===== config.mk =====
export PLATFORM = sky130hd
export DESIGN_NAME = bmdma_status_regs
export DESIGN_NICKNAME = d
export VERILOG_FILES = /design/src/rtl/bmdma_status_pkg.sv /design/src/rtl/bmdma_w1c_flag.sv /design/src/rtl/bmdma_chan_status.sv /design/src/rtl/bmdma_status_regs.sv
export SDC_FILE = /design/constraint.sdc
export NUM_CORES = 1
export LEC_CHECK = 0
export ABC_AREA = 1
export BUFFER_PORTS_ARGS = -buffer_cell sky130_fd_sc_hd__buf_4
export CAP_MARGIN = 10
export CELL_PAD_IN_SITES_DETAIL_PLACEMENT = 2
export CELL_PAD_IN_SITES_GLOBAL_PLACEMENT = 2
export CORE_MARGIN = 1
export CORE_UTILIZATION = 25
export DETAILED_ROUTE_END_ITERATION = 10
export HOLD_SLACK_MARGIN = 0.15
export PLACE_DENSITY_LB_ADDON = 0.1
export SYNTH_ARGS = -nofsm -noshare
export SYNTH_HDL_FRONTEND = slang
export SYNTH_HIERARCHICAL = 1
export SYNTH_SLANG_ARGS = --single-unit

===== constraint.sdc =====
create_clock -name clk -period 3.45 [get_ports clk]
set_clock_uncertainty 0.15 [all_clocks]
set_input_delay 0.345 -clock clk [delete_from_list [all_inputs] [get_ports clk]]
set_output_delay 0.345 -clock clk [all_outputs]
set_load 0.05 [all_outputs]

===== src/rtl/bmdma_status_pkg.sv =====
package bmdma_status_pkg;

    localparam int STAT_W = 8;

    typedef struct packed {
        logic       desc_int;   // bit 7
        logic       cap_drv1;   // bit 6
        logic       cap_drv0;   // bit 5
        logic [1:0] rsv;        // bits 4:3
        logic       dev_int;    // bit 2
        logic       abort_err;  // bit 1
        logic       active;     // bit 0
    } chan_stat_t;

    typedef struct packed {
        logic desc_done;
        logic desc_irq_flag;
        logic frame_rx;
        logic frame_irq_bit;
        logic irq_enable;
        logic bus_abort;
        logic eot_done;
        logic start_level;
    } chan_evt_t;

    // Offset of each channel's register from the block base
    function automatic int unsigned chan_offset(input int unsigned idx,
                                                input int unsigned pri_ofs,
                                                input int unsigned stride);
        return pri_ofs + idx * stride;
    endfunction

endpackage


===== src/rtl/bmdma_w1c_flag.sv =====
module bmdma_w1c_flag (
    input  logic clk,
    input  logic rst,
    input  logic hw_set,
    input  logic sw_clr,
    output logic flag_q
);
    always_ff @(posedge clk) begin
        if (rst)         flag_q <= 1'b0;
        else if (hw_set) flag_q <= 1'b1;
        else if (sw_clr) flag_q <= 1'b0;
    end

    assert_set_wins_R7: assert property (@(posedge clk) disable iff (rst)
        hw_set |=> flag_q);
    assert_w1c_clear_R6: assert property (@(posedge clk) disable iff (rst)
        (sw_clr && !hw_set) |=> !flag_q);
    assert_w1c_hold_R6: assert property (@(posedge clk) disable iff (rst)
        (!sw_clr && !hw_set) |=> $stable(flag_q));
endmodule


===== src/rtl/bmdma_chan_status.sv =====
module bmdma_chan_status
    import bmdma_status_pkg::*;
(
    input  logic              clk,
    input  logic              rst,
    input  logic              wr_en,
    input  logic [STAT_W-1:0] wdata,
    input  chan_evt_t         evt,
    output chan_stat_t        stat,
    output logic              irq
);
    chan_stat_t wbits;
    logic set_desc, set_dev, set_err;
    logic start_q, start_rise, start_fall;
    logic cap1_q, cap0_q, act_q;
    logic desc_q, dev_q, err_q;

    assign wbits      = chan_stat_t'(wdata);
    assign set_desc   = evt.desc_done && evt.desc_irq_flag;
    assign set_dev    = evt.frame_rx && evt.frame_irq_bit && evt.irq_enable;
    assign set_err    = evt.bus_abort;
    assign start_rise = evt.start_level && !start_q;
    assign start_fall = !evt.start_level && start_q;

    bmdma_w1c_flag u_desc (.clk(clk), .rst(rst), .hw_set(set_desc),
                           .sw_clr(wr_en && wbits.desc_int), .flag_q(desc_q));
    bmdma_w1c_flag u_dev  (.clk(clk), .rst(rst), .hw_set(set_dev),
                           .sw_clr(wr_en && wbits.dev_int), .flag_q(dev_q));
    bmdma_w1c_flag u_err  (.clk(clk), .rst(rst), .hw_set(set_err),
                           .sw_clr(wr_en && wbits.abort_err), .flag_q(err_q));

    always_ff @(posedge clk) begin
        if (rst) begin
            start_q <= 1'b0;
            act_q   <= 1'b0;
            cap1_q  <= 1'b0;
            cap0_q  <= 1'b0;
        end else begin
            start_q <= evt.start_level;
            if (start_rise)                   act_q <= 1'b1;
            else if (start_fall || evt.eot_done) act_q <= 1'b0;
            if (wr_en) begin
                cap1_q <= wbits.cap_drv1;
                cap0_q <= wbits.cap_drv0;
            end
        end
    end

    always_comb begin
        stat           = '0;
        stat.desc_int  = desc_q;
        stat.cap_drv1  = cap1_q;
        stat.cap_drv0  = cap0_q;
        stat.dev_int   = dev_q;
        stat.abort_err = err_q;
        stat.active    = act_q;
    end

    assign irq = desc_q || dev_q;

    assert_act_rise_R10: assert property (@(posedge clk) disable iff (rst)
        start_rise |=> stat.active);
    assert_act_clear_R11: assert property (@(posedge clk) disable iff (rst)
        (!start_rise && (start_fall || evt.eot_done)) |=> !stat.active);
    assert_act_hold_R10: assert property (@(posedge clk) disable iff (rst)
        (!start_rise && !start_fall && !evt.eot_done) |=> $stable(stat.active));
    assert_rsv_zero_R9: assert property (@(posedge clk) disable iff (rst)
        (wr_en && wdata[4:3] != 2'b00) |=> stat.rsv == 2'b00);
    assert_cap_write_R8: assert property (@(posedge clk) disable iff (rst)
        wr_en |=> {stat.cap_drv1, stat.cap_drv0} == $past(wdata[6:5]));
    assert_desc_gate_R3: assert property (@(posedge clk) disable iff (rst)
        (evt.desc_done && !evt.desc_irq_flag && !wr_en && !stat.desc_int)
        |=> !stat.desc_int);
    assert_dev_gate_R4: assert property (@(posedge clk) disable iff (rst)
        (evt.frame_rx && evt.frame_irq_bit && !evt.irq_enable && !wr_en && !stat.dev_int)
        |=> !stat.dev_int);
endmodule


===== src/rtl/bmdma_status_regs.sv =====
module bmdma_status_regs
    import bmdma_status_pkg::*;
#(
    parameter int ADDR_W  = 8,
    parameter int NUM_CH  = 2,
    parameter int PRI_OFS = 2,
    parameter int CH_STEP = 8
) (
    input  logic              clk,
    input  logic              rst,
    input  logic [ADDR_W-1:0] reg_addr,
    input  logic [STAT_W-1:0] reg_wdata,
    input  logic              reg_wr,
    output logic [STAT_W-1:0] reg_rdata,
    input  logic [NUM_CH-1:0] desc_done,
    input  logic [NUM_CH-1:0] desc_irq_flag,
    input  logic [NUM_CH-1:0] frame_rx,
    input  logic [NUM_CH-1:0] frame_irq_bit,
    input  logic [NUM_CH-1:0] irq_enable,
    input  logic [NUM_CH-1:0] bus_abort,
    input  logic [NUM_CH-1:0] eot_done,
    input  logic [NUM_CH-1:0] start_level,
    output logic [NUM_CH-1:0] irq_out
);
    chan_stat_t        stat   [NUM_CH];
    logic [NUM_CH-1:0] hit;

    for (genvar c = 0; c < NUM_CH; c++) begin : g_ch
        localparam logic [ADDR_W-1:0] OFS =
            ADDR_W'(chan_offset(c, PRI_OFS, CH_STEP));
        chan_evt_t evt;

        assign hit[c] = (reg_addr == OFS);
        assign evt = '{desc_done:     desc_done[c],
                       desc_irq_flag: desc_irq_flag[c],
                       frame_rx:      frame_rx[c],
                       frame_irq_bit: frame_irq_bit[c],
                       irq_enable:    irq_enable[c],
                       bus_abort:     bus_abort[c],
                       eot_done:      eot_done[c],
                       start_level:   start_level[c]};

        bmdma_chan_status u_chan (
            .clk   (clk),
            .rst   (rst),
            .wr_en (reg_wr && hit[c]),
            .wdata (reg_wdata),
            .evt   (evt),
            .stat  (stat[c]),
            .irq   (irq_out[c])
        );
    end

    always_comb begin
        reg_rdata = '0;
        for (int c = 0; c < NUM_CH; c++)
            if (hit[c]) reg_rdata = stat[c];
    end

    assert_decode_onehot_R2: assert property (@(posedge clk) disable iff (rst)
        $onehot0(hit));
    assert_irq_track_R12: assert property (@(posedge clk) disable iff (rst)
        (reg_rdata[7] || reg_rdata[2]) && hit != '0 |-> (irq_out & hit) != '0);
endmodule


==> summary.md <==
| Metric | Value |
|---|---|
| Final nets | `219` |
| Setup TNS | `0 ns` |
| Ys Warns | `6` |
| Hold Path Stages | `3` |
| Met1 Use GR | `14.3%` |
| Placed Area | `1240 um^2` |
| Largest fanout on the critical path | `18` |
| Max Transition Viols Final | `0` |
| Die area | `4340 um^2` |
| Global Route Usage Sum | `13.0%` |
| Sequential area share after synthesis | `27.5%` |
| Outcome | `complete, no violations` |
| Post-CTS Resized | `0` |
| Global-route wire length before repair | `4390 um` |
| Syn avg cell area | `6.58 um^2` |
| Via density | `4.25` |
| Number of buffers added to fix hold violations after cts | `0` |
| HP Class | `primary input to flip-flop` |
| Total Power | `0.415 mW` |
| Core area | `3800 um^2` |
| Total global routing overflow | `0` |
| Most frequent CP cell | `buf_4` |
| Clock sinks | `14` |
| Distinct cells, synth | `17` |
| Tmin final | `1.75 ns` |
| CTS clk-pin slew, worst paths | `0.07 ns` |
| Fmax | `573 MHz` |
| Detailed Routing Iterations Pass 1 | `4` |
| H-tree lvl count | `1` |
| Busiest grt layer | `met2` |
| Post-CTS Setup Bufs | `0` |
| Post-route cell area | `1300 um^2` |
| Drt drc | `0` |
| TritonCTS buffer count | `3` |
| Setup-failing EPs final | `0` |
| Syn Std Cell Area | `1020 um^2` |
| Die span in y | `65.9 um` |
| Initial antenna violation count | `0` |
| Period utilization | `50.6%` |
| Vias | `982` |
| Top-area cell type share of the netlist area | `27.5%` |
| Diode count | `0` |
| RSZ-0062 raised after global routing | `no` |
| Hold Slack | `0.176 ns` |
| CP delay by family, top | `simple AND/OR/NAND/NOR gates` |
| Critical path's slowest cell | `nor2_8` |
| IO Pins | `45` |
| Static Leak | `0.753 nW` |
| Drt wl/cell | `11.1 um` |
| Remaining antenna violation count | `0` |
| Critical path endpoint category | `output port` |
| Worst setup SP type | `primary input` |
| FF+latch count, synth | `14` |
| Layout cells sized above 1 | `33.9%` |
| Final Hold Vio Count | `0` |
| RePlAce Congestion | `0.697` |
| Clk_lat worst skew | `0.24 ns` |
| Detailed placement HPWL | `2080 um` |
| Drt initial violations | `12` |
| Met2 usage | `24.7%` |
| Leading post-synthesis cells by cell area | `dfxtp_1 (27%), nand2_1 (14%), inv_1 (13%)` |
| Synthesis-to-layout area growth | `27.5%` |
| CP arrival | `1.25 ns` |
| Largest net degree at the start of global routing | `19` |
| Num rows | `22` |
| Cell taking the most area after synthesis | `dfxtp_1` |
| Vias in the first global route | `1060` |
| Cell chain of the critical path | `buf_4 > inv_1 > nand2_2 > nor2_8 > nand3_1 > nand2_1 > buf_4` |
| Root Driver | `clkbuf_8` |
| Reg2Reg Depth | `3` |
| Initial Util | `26.8%` |
| Setup Crit Path Kind | `primary input to output port` |
| Buffers plus inverters on the worst setup path | `3` |
| Number of port buffers | `39` |
| Worst path depth | `7` |
| Clock Path Buffers | `2` |
| Routed wire length | `2560 um` |
| Worst EP required | `2.95 ns` |
| Max Cap Violations | `0` |
| VDD IR max | `0.000164 V` |
| PD cells | `320 nW/um^2` |
| Delay of the slowest critical-path stage | `0.24 ns` |
| Filler cell count | `478` |
| Die Width | `65.9 um` |
| Met3 GRT Util | `2.59%` |
| CTS tree | `yes` |
| Finished Core Util | `34.2%` |
| Post-synthesis cell count | `155` |
## layer usage
layer / share of wire [%] / up-vias
met1: 42 / 458
li1: - / 496
met4: 0.78 / 0
met5: 0 / -
met2: 51 / 26
met3: 6.0 / 2
## Yosys cell counts, drive strengths merged
cell     n
nand2   43
inv     38
buf     17
nand3   16
dfxtp   14
a21oi   10
nor2     9
and3     2
conb     2
o21bai   2
or2      2
## cell families after synthesis
kind of cell           count (synthesis)  share of synthesized area [%]
DFF                                   14                           27.5
and+or+nand+nor                       72                           36.0
buffers and inverters                 55                           27.2
AOI/OAI and AO/OA                     12                           8.59
other                                  2                          0.736
## worst register-to-register path, cell delays in order, from the launching register on
cell and delay (ns):
dfxtp_1 0.31, inv_1 0.04, o21bai_1 0.13, nor2_1 0.06
## placed cells by master (no fill, tap or decap)
cell and instances:
buf_4 39, nand2_1 38, inv_1 35, nand3_1 16, dfxtp_1 14, nor2_1 6
a21oi_2 6, nand2_2 4, clkbuf_8 4, a21oi_1 4, conb_1 4, inv_2 3
nor2_8 3, or2_2 2, o21bai_1 2, and3_1 2, nand2_4 1
## where the power goes
part / internal, mW / switching, mW / total [mW]
Sequential: 0.169 / 0.00404 / 0.173
Combinational: 0.0381 / 0.0417 / 0.0798
Clock: 0.101 / 0.0615 / 0.163
## sequential cells by signal (all words and copies together), names as in the netlist
signal and flops:
g_ch.u_chan/u_desc/flag_q 2, g_ch.u_chan/u_err/flag_q 2, g_ch.u_chan/cap1_q 2, g_ch.u_chan/cap0_q 2, g_ch.u_chan/act_q 2, g_ch.u_chan/u_dev/flag_q 2
g_ch.u_chan/start_q 2
## cell type report
type / instances / area [um^2] / share of cell area (%)
timing repair buffer: 39 / 293 / 22.5
multi-input combinational: 88 / 469 / 36.1
sequential: 14 / 280 / 21.6
tap: 48 / 60.1 / 4.62
inverter: 38 / 143 / 11.0
clock buffer: 4 / 55.1 / 4.23
## worst paths after layout
check                                                         from                                  to  slack, ns
worst max register to register   g_ch[0].u_chan/start_q$_SDFF_PP0_   g_ch[0].u_chan/act_q$_SDFFE_PP0P_       2.66
worst max-delay path                                   reg_addr[6]                        reg_rdata[2]       1.70
worst min register to register  g_ch[1].u_chan/cap0_q$_SDFFE_PP0P_  g_ch[1].u_chan/cap0_q$_SDFFE_PP0P_       0.32
worst min-delay path                                start_level[0]   g_ch[0].u_chan/start_q$_SDFF_PP0_       0.18
## through the flow
step                      instances  setup WS, ns
after floorplan                 157          1.82
after global placement          227          1.59
after detailed placement        227          1.55
after CTS                       231          1.67
after global routing            231          1.61
final                           231          1.70
No activity file was read; power rests on OpenSTA's default activity.
